`src/rtl/adc_rd_pkg.sv`:
```
package adc_rd_pkg;

  typedef enum logic [2:0] {
    ST_IDLE,
    ST_CONV,
    ST_WAIT,
    ST_READ,
    ST_GAP
  } rd_state_e;

  localparam logic [1:0] LINK_FULL   = 2'd0;
  localparam logic [1:0] LINK_CS_LOW = 2'd1;
  localparam logic [1:0] LINK_TIED   = 2'd2;

endpackage

```
`src/rtl/eoc_edge_sync.sv`:
```
module eoc_edge_sync #(
  parameter int STAGES = 2
) (
  input  logic clk,
  input  logic rst,
  input  logic eoc_n_async,
  output logic fall,
  output logic rise
);

  logic [STAGES-1:0] sync_q;
  logic              prev_q;

  always_ff @(posedge clk) begin
    if (rst) begin
      sync_q <= '1;
      prev_q <= 1'b1;
    end else begin
      sync_q <= {sync_q[STAGES-2:0], eoc_n_async};
      prev_q <= sync_q[STAGES-1];
    end
  end

  assign fall = prev_q & ~sync_q[STAGES-1];
  assign rise = ~prev_q & sync_q[STAGES-1];

endmodule

```
`src/rtl/strobe_timer.sv`:
```
module strobe_timer #(
  parameter int CNT_W = 8
) (
  input  logic             clk,
  input  logic             rst,
  input  logic             load,
  input  logic [CNT_W-1:0] load_val,
  output logic             zero
);

  logic [CNT_W-1:0] cnt_q;

  always_ff @(posedge clk) begin
    if (rst) begin
      cnt_q <= '0;
    end else if (load) begin
      cnt_q <= load_val;
    end else if (cnt_q != '0) begin
      cnt_q <= cnt_q - 1'b1;
    end
  end

  assign zero = (cnt_q == '0);

endmodule

```
`src/rtl/adc_rd_ctrl.sv`:
```
module adc_rd_ctrl
  import adc_rd_pkg::*;
#(
  parameter int CH_W         = 3,
  parameter int DATA_W       = 8,
  parameter int CONV_LOW_CYC = 2,
  parameter int RD_LOW_CYC   = 3,
  parameter int RD_GAP_CYC   = 2,
  parameter int TIMEOUT_CYC  = 40,
  parameter int SYNC_STAGES  = 2
) (
  input  logic              clk,
  input  logic              rst,
  input  logic              req,
  input  logic [CH_W-1:0]   req_chan,
  input  logic [1:0]        link_mode,
  output logic              busy,
  output logic              res_valid,
  output logic [DATA_W-1:0] res_data,
  output logic [CH_W-1:0]   res_chan,
  output logic              timeout,
  output logic              adc_convst_n,
  output logic              adc_cs_n,
  output logic              adc_rd_n,
  output logic [CH_W-1:0]   adc_addr,
  input  logic              adc_eoc_n,
  input  logic [DATA_W-1:0] adc_db
);

  localparam int MAX_A  = (CONV_LOW_CYC > RD_LOW_CYC) ? CONV_LOW_CYC : RD_LOW_CYC;
  localparam int MAX_B  = (RD_GAP_CYC > TIMEOUT_CYC) ? RD_GAP_CYC : TIMEOUT_CYC;
  localparam int MAX_C  = (MAX_A > MAX_B) ? MAX_A : MAX_B;
  localparam int CNT_W  = $clog2(MAX_C + 1);

  localparam logic [CNT_W-1:0] LD_CONV = CNT_W'(CONV_LOW_CYC - 1);
  localparam logic [CNT_W-1:0] LD_RD   = CNT_W'(RD_LOW_CYC - 1);
  localparam logic [CNT_W-1:0] LD_GAP  = CNT_W'(RD_GAP_CYC - 1);
  localparam logic [CNT_W-1:0] LD_TO   = CNT_W'(TIMEOUT_CYC - 1);

  rd_state_e         state_q;
  logic [1:0]        mode_q;
  logic [CH_W-1:0]   cur_chan_q;
  logic [CH_W-1:0]   prod_chan_q;
  logic [DATA_W-1:0] data_q;
  logic              seen_fall_q;

  logic              eoc_fall, eoc_rise;
  logic              tmr_load, tmr_zero;
  logic [CNT_W-1:0]  tmr_val;
  logic              tied, mode_eff_cs_low;
  logic [1:0]        mode_eff;
  logic              rd_start, tied_done, rd_next_low;

  eoc_edge_sync #(.STAGES(SYNC_STAGES)) u_sync (
    .clk         (clk),
    .rst         (rst),
    .eoc_n_async (adc_eoc_n),
    .fall        (eoc_fall),
    .rise        (eoc_rise)
  );

  strobe_timer #(.CNT_W(CNT_W)) u_timer (
    .clk      (clk),
    .rst      (rst),
    .load     (tmr_load),
    .load_val (tmr_val),
    .zero     (tmr_zero)
  );

  assign tied            = (mode_q == LINK_TIED);
  assign mode_eff        = (state_q == ST_IDLE) ? link_mode : mode_q;
  assign mode_eff_cs_low = (mode_eff == LINK_CS_LOW);
  assign rd_start        = (state_q == ST_WAIT) && !tied && eoc_fall;
  assign tied_done       = (state_q == ST_WAIT) && tied && seen_fall_q && eoc_rise;
  assign rd_next_low     = rd_start || ((state_q == ST_READ) && !tmr_zero);

  always_comb begin
    tmr_load = 1'b0;
    tmr_val  = '0;
    unique case (state_q)
      ST_IDLE: if (req) begin
        tmr_load = 1'b1;
        tmr_val  = LD_CONV;
      end
      ST_CONV: if (tmr_zero) begin
        tmr_load = 1'b1;
        tmr_val  = LD_TO;
      end
      ST_WAIT: if (rd_start) begin
        tmr_load = 1'b1;
        tmr_val  = LD_RD;
      end else if (tied_done) begin
        tmr_load = 1'b1;
        tmr_val  = LD_GAP;
      end
      ST_READ: if (tmr_zero) begin
        tmr_load = 1'b1;
        tmr_val  = LD_GAP;
      end
      default: ;
    endcase
  end

  always_ff @(posedge clk) begin
    if (rst) begin
      state_q      <= ST_IDLE;
      mode_q       <= LINK_FULL;
      cur_chan_q   <= '0;
      prod_chan_q  <= '0;
      data_q       <= '0;
      seen_fall_q  <= 1'b0;
      busy         <= 1'b0;
      res_valid    <= 1'b0;
      res_data     <= '0;
      res_chan     <= '0;
      timeout      <= 1'b0;
      adc_convst_n <= 1'b1;
      adc_cs_n     <= 1'b1;
      adc_rd_n     <= 1'b1;
      adc_addr     <= '0;
    end else begin
      res_valid <= 1'b0;
      timeout   <= 1'b0;
      adc_rd_n  <= !rd_next_low;
      if (mode_eff_cs_low) begin
        adc_cs_n <= 1'b0;
      end else if (mode_eff == LINK_TIED) begin
        adc_cs_n <= 1'b1;
      end else begin
        adc_cs_n <= !rd_next_low;
      end

      unique case (state_q)
        ST_IDLE: begin
          if (req) begin
            state_q      <= ST_CONV;
            mode_q       <= link_mode;
            adc_addr     <= req_chan;
            adc_convst_n <= 1'b0;
            busy         <= 1'b1;
          end
        end
        ST_CONV: begin
          if (tmr_zero) begin
            state_q      <= ST_WAIT;
            adc_convst_n <= 1'b1;
            seen_fall_q  <= 1'b0;
          end
        end
        ST_WAIT: begin
          if (rd_start) begin
            state_q     <= ST_READ;
            prod_chan_q <= cur_chan_q;
            cur_chan_q  <= adc_addr;
          end else if (tied_done) begin
            state_q <= ST_GAP;
            data_q  <= adc_db;
          end else if (tied && eoc_fall) begin
            seen_fall_q <= 1'b1;
            prod_chan_q <= cur_chan_q;
            cur_chan_q  <= adc_addr;
          end else if (tmr_zero && !(tied && seen_fall_q)) begin
            state_q <= ST_IDLE;
            timeout <= 1'b1;
            busy    <= 1'b0;
          end
        end
        ST_READ: begin
          if (tmr_zero) begin
            state_q <= ST_GAP;
            data_q  <= adc_db;
          end
        end
        ST_GAP: begin
          if (tmr_zero) begin
            state_q   <= ST_IDLE;
            res_valid <= 1'b1;
            res_data  <= data_q;
            res_chan  <= prod_chan_q;
            busy      <= 1'b0;
          end
        end
        default: state_q <= ST_IDLE;
      endcase
    end
  end

  // Address must not move while a transaction owns it.
  assert_addr_hold_R5: assert property (@(posedge clk) disable iff (rst)
    busy |=> $stable(adc_addr));

  // A request arriving mid-transaction must not retarget the link style.
  assert_busy_req_ignored_R2: assert property (@(posedge clk) disable iff (rst)
    (busy && req) |=> $stable(mode_q));

  assert_valid_single_R7: assert property (@(posedge clk) disable iff (rst)
    res_valid |=> !res_valid);

  assert_no_strobe_overlap_R4: assert property (@(posedge clk) disable iff (rst)
    !(!adc_convst_n && !adc_rd_n));

  assert_cs_held_low_R8: assert property (@(posedge clk) disable iff (rst)
    (busy && mode_q == LINK_CS_LOW) |-> !adc_cs_n);

  assert_tied_no_strobe_R9: assert property (@(posedge clk) disable iff (rst)
    (busy && mode_q == LINK_TIED) |-> (adc_rd_n && adc_cs_n));

  assert_done_exclusive_R10: assert property (@(posedge clk) disable iff (rst)
    !(res_valid && timeout));

endmodule

```
`config.mk`:
```
export PLATFORM = sky130hd
export DESIGN_NAME = adc_rd_ctrl
export DESIGN_NICKNAME = d
export VERILOG_FILES = /design/src/rtl/adc_rd_pkg.sv /design/src/rtl/eoc_edge_sync.sv /design/src/rtl/strobe_timer.sv /design/src/rtl/adc_rd_ctrl.sv
export SDC_FILE = /design/constraint.sdc
export NUM_CORES = 1
export LEC_CHECK = 0
export BUFFER_PORTS_ARGS = -buffer_cell sky130_fd_sc_hd__buf_2
export CAP_MARGIN = 30
export CORE_ASPECT_RATIO = 0.6
export CORE_MARGIN = 2
export CORE_UTILIZATION = 40
export DETAILED_ROUTE_END_ITERATION = 8
export PLACE_DENSITY = 0.62
export SLEW_MARGIN = 20
export SYNTH_ARGS = -nofsm -noshare
export SYNTH_HDL_FRONTEND = slang
export SYNTH_SLANG_ARGS = --single-unit
```
`constraint.sdc`:
```
create_clock -name clk -period 1.9 [get_ports clk]
set_input_delay 0.095 -clock clk [delete_from_list [all_inputs] [get_ports clk]]
set_output_delay 0.095 -clock clk [all_outputs]
set_load 0.005 [all_outputs]
```
; After elaboration in Yosys (flattened, before gate mapping)
; Cells that the tools add are included.
[totals]
reg_bits = 49
inputBits = 17
out_inout_bits = 20
elab_cells = 129
[classes]
addsub = 1
n_eq_ne = 20
n_mux = 50
n_bitwise = 6
reduce_logical = 34
[ops]
columns = cell, count
row1 = 2-to-1 mux 3 bit, 14
row2 = 2-to-1 mux 8 bit, 3
row3 = one-hot mux 6 bit (4 select lines), 1
row4 = 2-to-1 mux 1 bit, 21
row5 = 2-to-1 mux 6 bit, 3
row6 = "!= test 2 bit, second input constant", 9
row7 = one-hot mux 8 bit (2 select lines), 1
row8 = one-hot mux 3 bit (5 select lines), 1
row9 = nonzero test 2 bit, 5
row10 = logical AND 1 bit, 9
row11 = AND reduction 7 bit, 1
row12 = "equality test 3 x 2 -> 1 bit, second input constant", 2
row13 = logical NOT 6 bit, 1
row14 = one-hot mux 1 bit (3 select lines), 2
row15 = AND reduction 3 bit, 2
row16 = AND reduction 6 bit, 1
row17 = nonzero test 6 bit, 1
row18 = "subtractor 6 x 1 -> 6 bit, second input constant", 1
row19 = AND reduction 5 bit, 1
row20 = OR reduction 5 bit, 1
row21 = "equality test 2 bit, second input constant", 2
row22 = logical NOT 1 bit, 4
row23 = 2-to-1 mux 2 bit, 2
row24 = "!= test 2 x 1 -> 1 bit, second input constant", 2
row25 = 14 further kinds, 21

; Logic depth before layout (Yosys ltp)
[logic_depth]
depth_word = 9
depth_mapped = 9
mapped_depth_nobuf = 7

; By module
; A second synthesis with hierarchy kept.
[hier_totals]
hier_cells = 255
hier_area_um2 = 2237.1
[by_module_without_submodules]
columns = mod, instances, cells_per_inst, area_each_um2, seq_area_each_um2
row1 = adc_rd_ctrl, 1, 201, 1749.2, 800.8
row2 = strobe_timer, 1, 46, 395.4, 120.1
row3 = eoc_edge_sync, 1, 8, 92.6, 60.1

; Least setup slack after synthesis
; No wires, ideal clock.
[synth_path]
kind = flip-flop to flip-flop
start = register u_timer.cnt_q[0]
end = register state_q[1]
setup_ns = 0.072
arrival_time_ns = 1.679
t_required_ns = 1.828
path_slack_ns = 0.150
path_stages_with_launch = 9
synth_period_minus_slack_ns = 1.750
path_cell_list = dfxtp_1 -> inv_1 -> ha_1 -> nor4b_4 -> and2b_1 -> buf_6 -> a2111oi_1 -> a211o_1 -> mux2i_1
[synth_between]
elab_chain_cells = 4
word_cells_on_any_way = 7
[synth_rtl]
columns = element, line
row1 = "start, declared", strobe_timer.sv:11  ; logic [CNT_W-1:0] cnt_q;
row2 = "start signal, assigned", strobe_timer.sv:17  ; cnt_q <= load_val;
row3 = "start signal, assigned", strobe_timer.sv:19  ; cnt_q <= cnt_q - 1'b1;
row4 = logical NOT 6 bit (*), strobe_timer.sv:23  ; assign zero = (cnt_q == '0);
row5 = logical AND 1 bit, adc_rd_ctrl.sv:162  ; end else if (tmr_zero && !(tied && seen_fall_q)) begin
row6 = != test 4 x 3 -> 1 bit (no line), n/a
row7 = AND reduction 6 bit (no line) (*), n/a
row8 = "end signal, assigned", adc_rd_ctrl.sv:163  ; state_q <= ST_IDLE;
row9 = "end signal, assigned", adc_rd_ctrl.sv:170  ; state_q <= ST_GAP;
row10 = "end signal, assigned", adc_rd_ctrl.sv:176  ; state_q <= ST_IDLE;
row11 = "end, declared", adc_rd_ctrl.sv:40  ; rd_state_e state_q;
; Mark *: on every way between the ends. The rest lies on a longest branch, timed or not.
; A chain may end at the register's enable or synchronous reset.

; Final worst setup path
[layout_path]
start = register u_timer.cnt_q[0]
end = register data_q[7]
[layout_between]
elab_chain_cells = 3
[layout_rtl]
columns = element, line
row1 = logical NOT 6 bit, strobe_timer.sv:23
row2 = != test 2 bit (no line), n/a
row3 = AND reduction 4 bit (no line), n/a
row4 = "end signal, assigned", adc_rd_ctrl.sv:110  ; data_q <= '0;
row5 = "end signal, assigned", adc_rd_ctrl.sv:157  ; data_q <= adc_db;
row6 = "end signal, assigned", adc_rd_ctrl.sv:171  ; data_q <= adc_db;
row7 = "end, declared", adc_rd_ctrl.sv:44  ; logic [DATA_W-1:0] data_q;
; Every way passes these cells.

==> impl_metrics.csv <==
group,metric,value,unit
status,outcome,"finished clean",
worst_setup_path,crit_required,2090,ps
power,p_per_area,1292,nW/um^2
synth,ys_seq_area_share,48.16,%
floorplan,rows,20,
timing,setup-tns-final,0,ps
routing,drc,0,
timing,timing.final.crit_share,97.41,%
power,pwr-share-seq,40.1,%
floorplan,die_w,96.13,um
worst_setup_path,critical_path_class,"reg2reg",
floorplan,io_pins,37,
finish,num-fill-cells,484,
placed_design,io_buffers,36,
finish,drive_gt1_share,27.78,%
cts,clk_latency,310,ps
floorplan,initial_core_util,40.90,%
timing,hold_viol,0,
synth,synth_fp_nets,256,
floorplan,die_y,59.28,um
power,internal_power,2.056,mW
worst_setup_path,crit_chain,"inv_2 -> ha_4 -> nor4b_4 -> buf_4 -> nand3b_1 -> a21oi_2 -> buf_4 -> mux2i_1 -> nor2_1",
global_route,grt_max_degree,39,
worst_setup_path,cp.arrival,2040,ps
synth,yosysWarnings,0,
timing,relSlewSlack,68.84,%
synth,synthFlopType,"dfxtp_1",
power,pwr-share-clk,19.9,%
synth,synth.distinct_cells,42,
worst_setup_path,crit_fanout,4,
placed_design,dp_hpwl,3365,um
min_path,hp-class,"in2reg",
synth,async_flop_share,0,%
global_route,antenna_found_initial,0,
timing,max_freq,540.3,MHz
timing,fin_crit,1851,ps
worst_setup_path,cp-end-kind,"flip-flop",
finish,design_area,2512,um^2
routing,routed_via_density,4.952,
worst_setup_path,cp_slowest_stage_delay,340,ps
floorplan,die_area,5698,um^2
finish,layout_commonest_cell,"dfxtp_1",
finish,area_growth_syn_to_layout,23.34,%
routing,drtIter0Drc,137,
synth,syn_inst,238,
power,vdd_ir_drop_max,0.5578,mV
global_route,grt-ovfl-total,0,
cts,cts_sinks,49,
power,netSwitchingFraction,36.67,%
cts,root_buffer,"clkbuf_8",
worst_setup_path,cp_slowest_cell,"dfxtp_2",
worst_setup_path,crit_top_cell,"buf_4",
routing,drt_wl_total,4712,um
global_route,grt_first_pass_wirelength,7838,um
timing,fin_worst_skew,4.620,ps
cts,cts_tree,"done",
finish,multiInputGateArea,984.7,um^2
global_route,track_usage,18.01,%
power,p_leak,1.000,nW
worst_setup_path,worst_setup_path_start_kind,"flip-flop",
timing,final-setup-viol-count,0,
cts,ctsLongestPathBuffers,2,
cts,cts.clk_slew.worst_paths,100,ps
synth,synth-edff-count,0,
floorplan,core,4980,um^2
power,combinationalPowerShare,40.0,%
routing,ant_nets,0,
power,switchingPower,1.191,mW
routing,wl_per_cell,13.31,um
job,cap_violations,0,
placed_design,place_congestion,0.8977,
cts,numCtsBuffers,5,
routing,routed-via-count,1753,
cts,ctsHtreeMaxLevel,2,
finish,diodes,0,
finish,area.sequential,983.4,um^2
finish,layout_common_cells,"dfxtp_1 (47), nand2_1 (42), buf_2 (36)",
synth,synth-seq-cells,49,
placed_design,postPlaceCellArea,2326,um^2
synth,synth.cell_area,2037,um^2
global_route,grt_pass1_vias,1557,
finish,fin_nets,305,
routing,drt-pass1-iter-count,4,
timing,rsz0062_at_grt,"true",
timing,maxSlewViolCount,0,
synth,syn_avg_cell_area,8.559,um^2
timing,tightest_slew,463.8,ps
area by class of cell:
cell class | instances | share of cell area (%)
tap | 66 | 3.287
sequential | 49 | 39.14
timing repair buffer | 57 | 13.70
clock inverter | 3 | 1.046
multi-input combinational | 168 | 39.19
clock buffer | 5 | 2.739
inverter | 6 | 0.8964
final timing paths:
check / cells after the start / to / slack, ps / from
max: 9 / data_q[7] / 50 / u_timer.cnt_q[0]
min: 3 / data_q[5] / 20 / adc_db[5]
max reg2reg: 9 / data_q[7] / 50 / u_timer.cnt_q[0]
min reg2reg: 1 / u_sync.sync_q[1] / 420 / u_sync.sync_q[0]
cell usage after synthesis (3+ instances only):
library cell | count | area [um^2]
dfxtp_1 | 49 | 980.9
nand2_1 | 42 | 157.7
nor2_1 | 28 | 105.1
a21oi_1 | 25 | 125.1
mux2i_1 | 15 | 150.1
clkbuf_1 | 8 | 30.03
buf_2 | 6 | 30.03
inv_1 | 6 | 22.52
nand2b_1 | 6 | 37.54
o21ai_0 | 5 | 25.02
nand3_1 | 3 | 15.01
o31ai_1 | 3 | 22.52
or2_2 | 3 | 18.77
through the flow:
step | hold WS [ps] | total power, mW | setup slack (ps) | utilization (%) | instances
after floorplan | 198.8 | 2.096 | 149.8 | - | 238
after global placement | 278.1 | 2.416 | 120.2 | 46.71 | 338
after detailed placement | 280.8 | 2.408 | -3.995 | 46.71 | 338
after CTS | 11.27 | 3.072 | 21.39 | 48.84 | 347
after global routing | 22.20 | 3.474 | -59.80 | 50.45 | 354
final | 20.36 | 3.247 | 49.26 | 50.45 | 354
state kept, by name (all words and copies together) (netlist names), 2 cells and up:
signal,flops
res_chan,3
data_q,8
res_data,8
u_sync.sync_q,2
prod_chan_q,3
cur_chan_q,3
u_timer.cnt_q,6
mode_q,2
state_q,3
adc_addr,3
layer usage:
layer  wire [um]  GRT usage (%)  vias up  share of wire [%]
li1            -              -      905                  -
met1        2589          29.42      795                 55
met5           0              0        -                  0
met3         291          4.326        2                6.2
met4          14          4.286        0               0.30
met2        1818          22.92       51                 39
repair_timing:
action                     CTS  global route
hold endpoints to repair     1             0
setup buffers                0             6
hold buffers                 1             0
resized for setup            1            11
pin swaps                    0             3
cloned                       0             1
setup endpoints to repair    1            25
cells by family (layout without fill, tap and decap cells):
kind of cell	after synthesis	in the layout	share of synthesized area (%)
compound gates	48	48	14.31
xor+xnor	2	2	0.8601
fa+ha+maj	1	1	0.6142
simple gates	100	100	22.97
mux	17	17	8.476
flops	49	49	48.16
buf+inv	21	71	4.607
power groups by stage:
stage | logic [mW] | clock network, mW | registers (mW)
floorplan | 0.824 | 0 | 1.27
global placement | 1.10 | 0 | 1.31
detailed placement | 1.09 | 0 | 1.31
CTS | 1.11 | 0.665 | 1.29
global route | 1.44 | 0.710 | 1.33
finish | 1.30 | 0.646 | 1.30
critical path, delay by kind of cell, from the launching register on:
kind                     cells  cell delay (ps)
multiplexers                 1              180
AO/OA/AOI/OAI                1              220
flip-flops                   1              340
AND/OR/NAND/NOR              3              440
adder cells (fa/ha/maj)      1              130
buffers and inverters        3              420
Note: power is estimated with default switching activity, not from simulation.
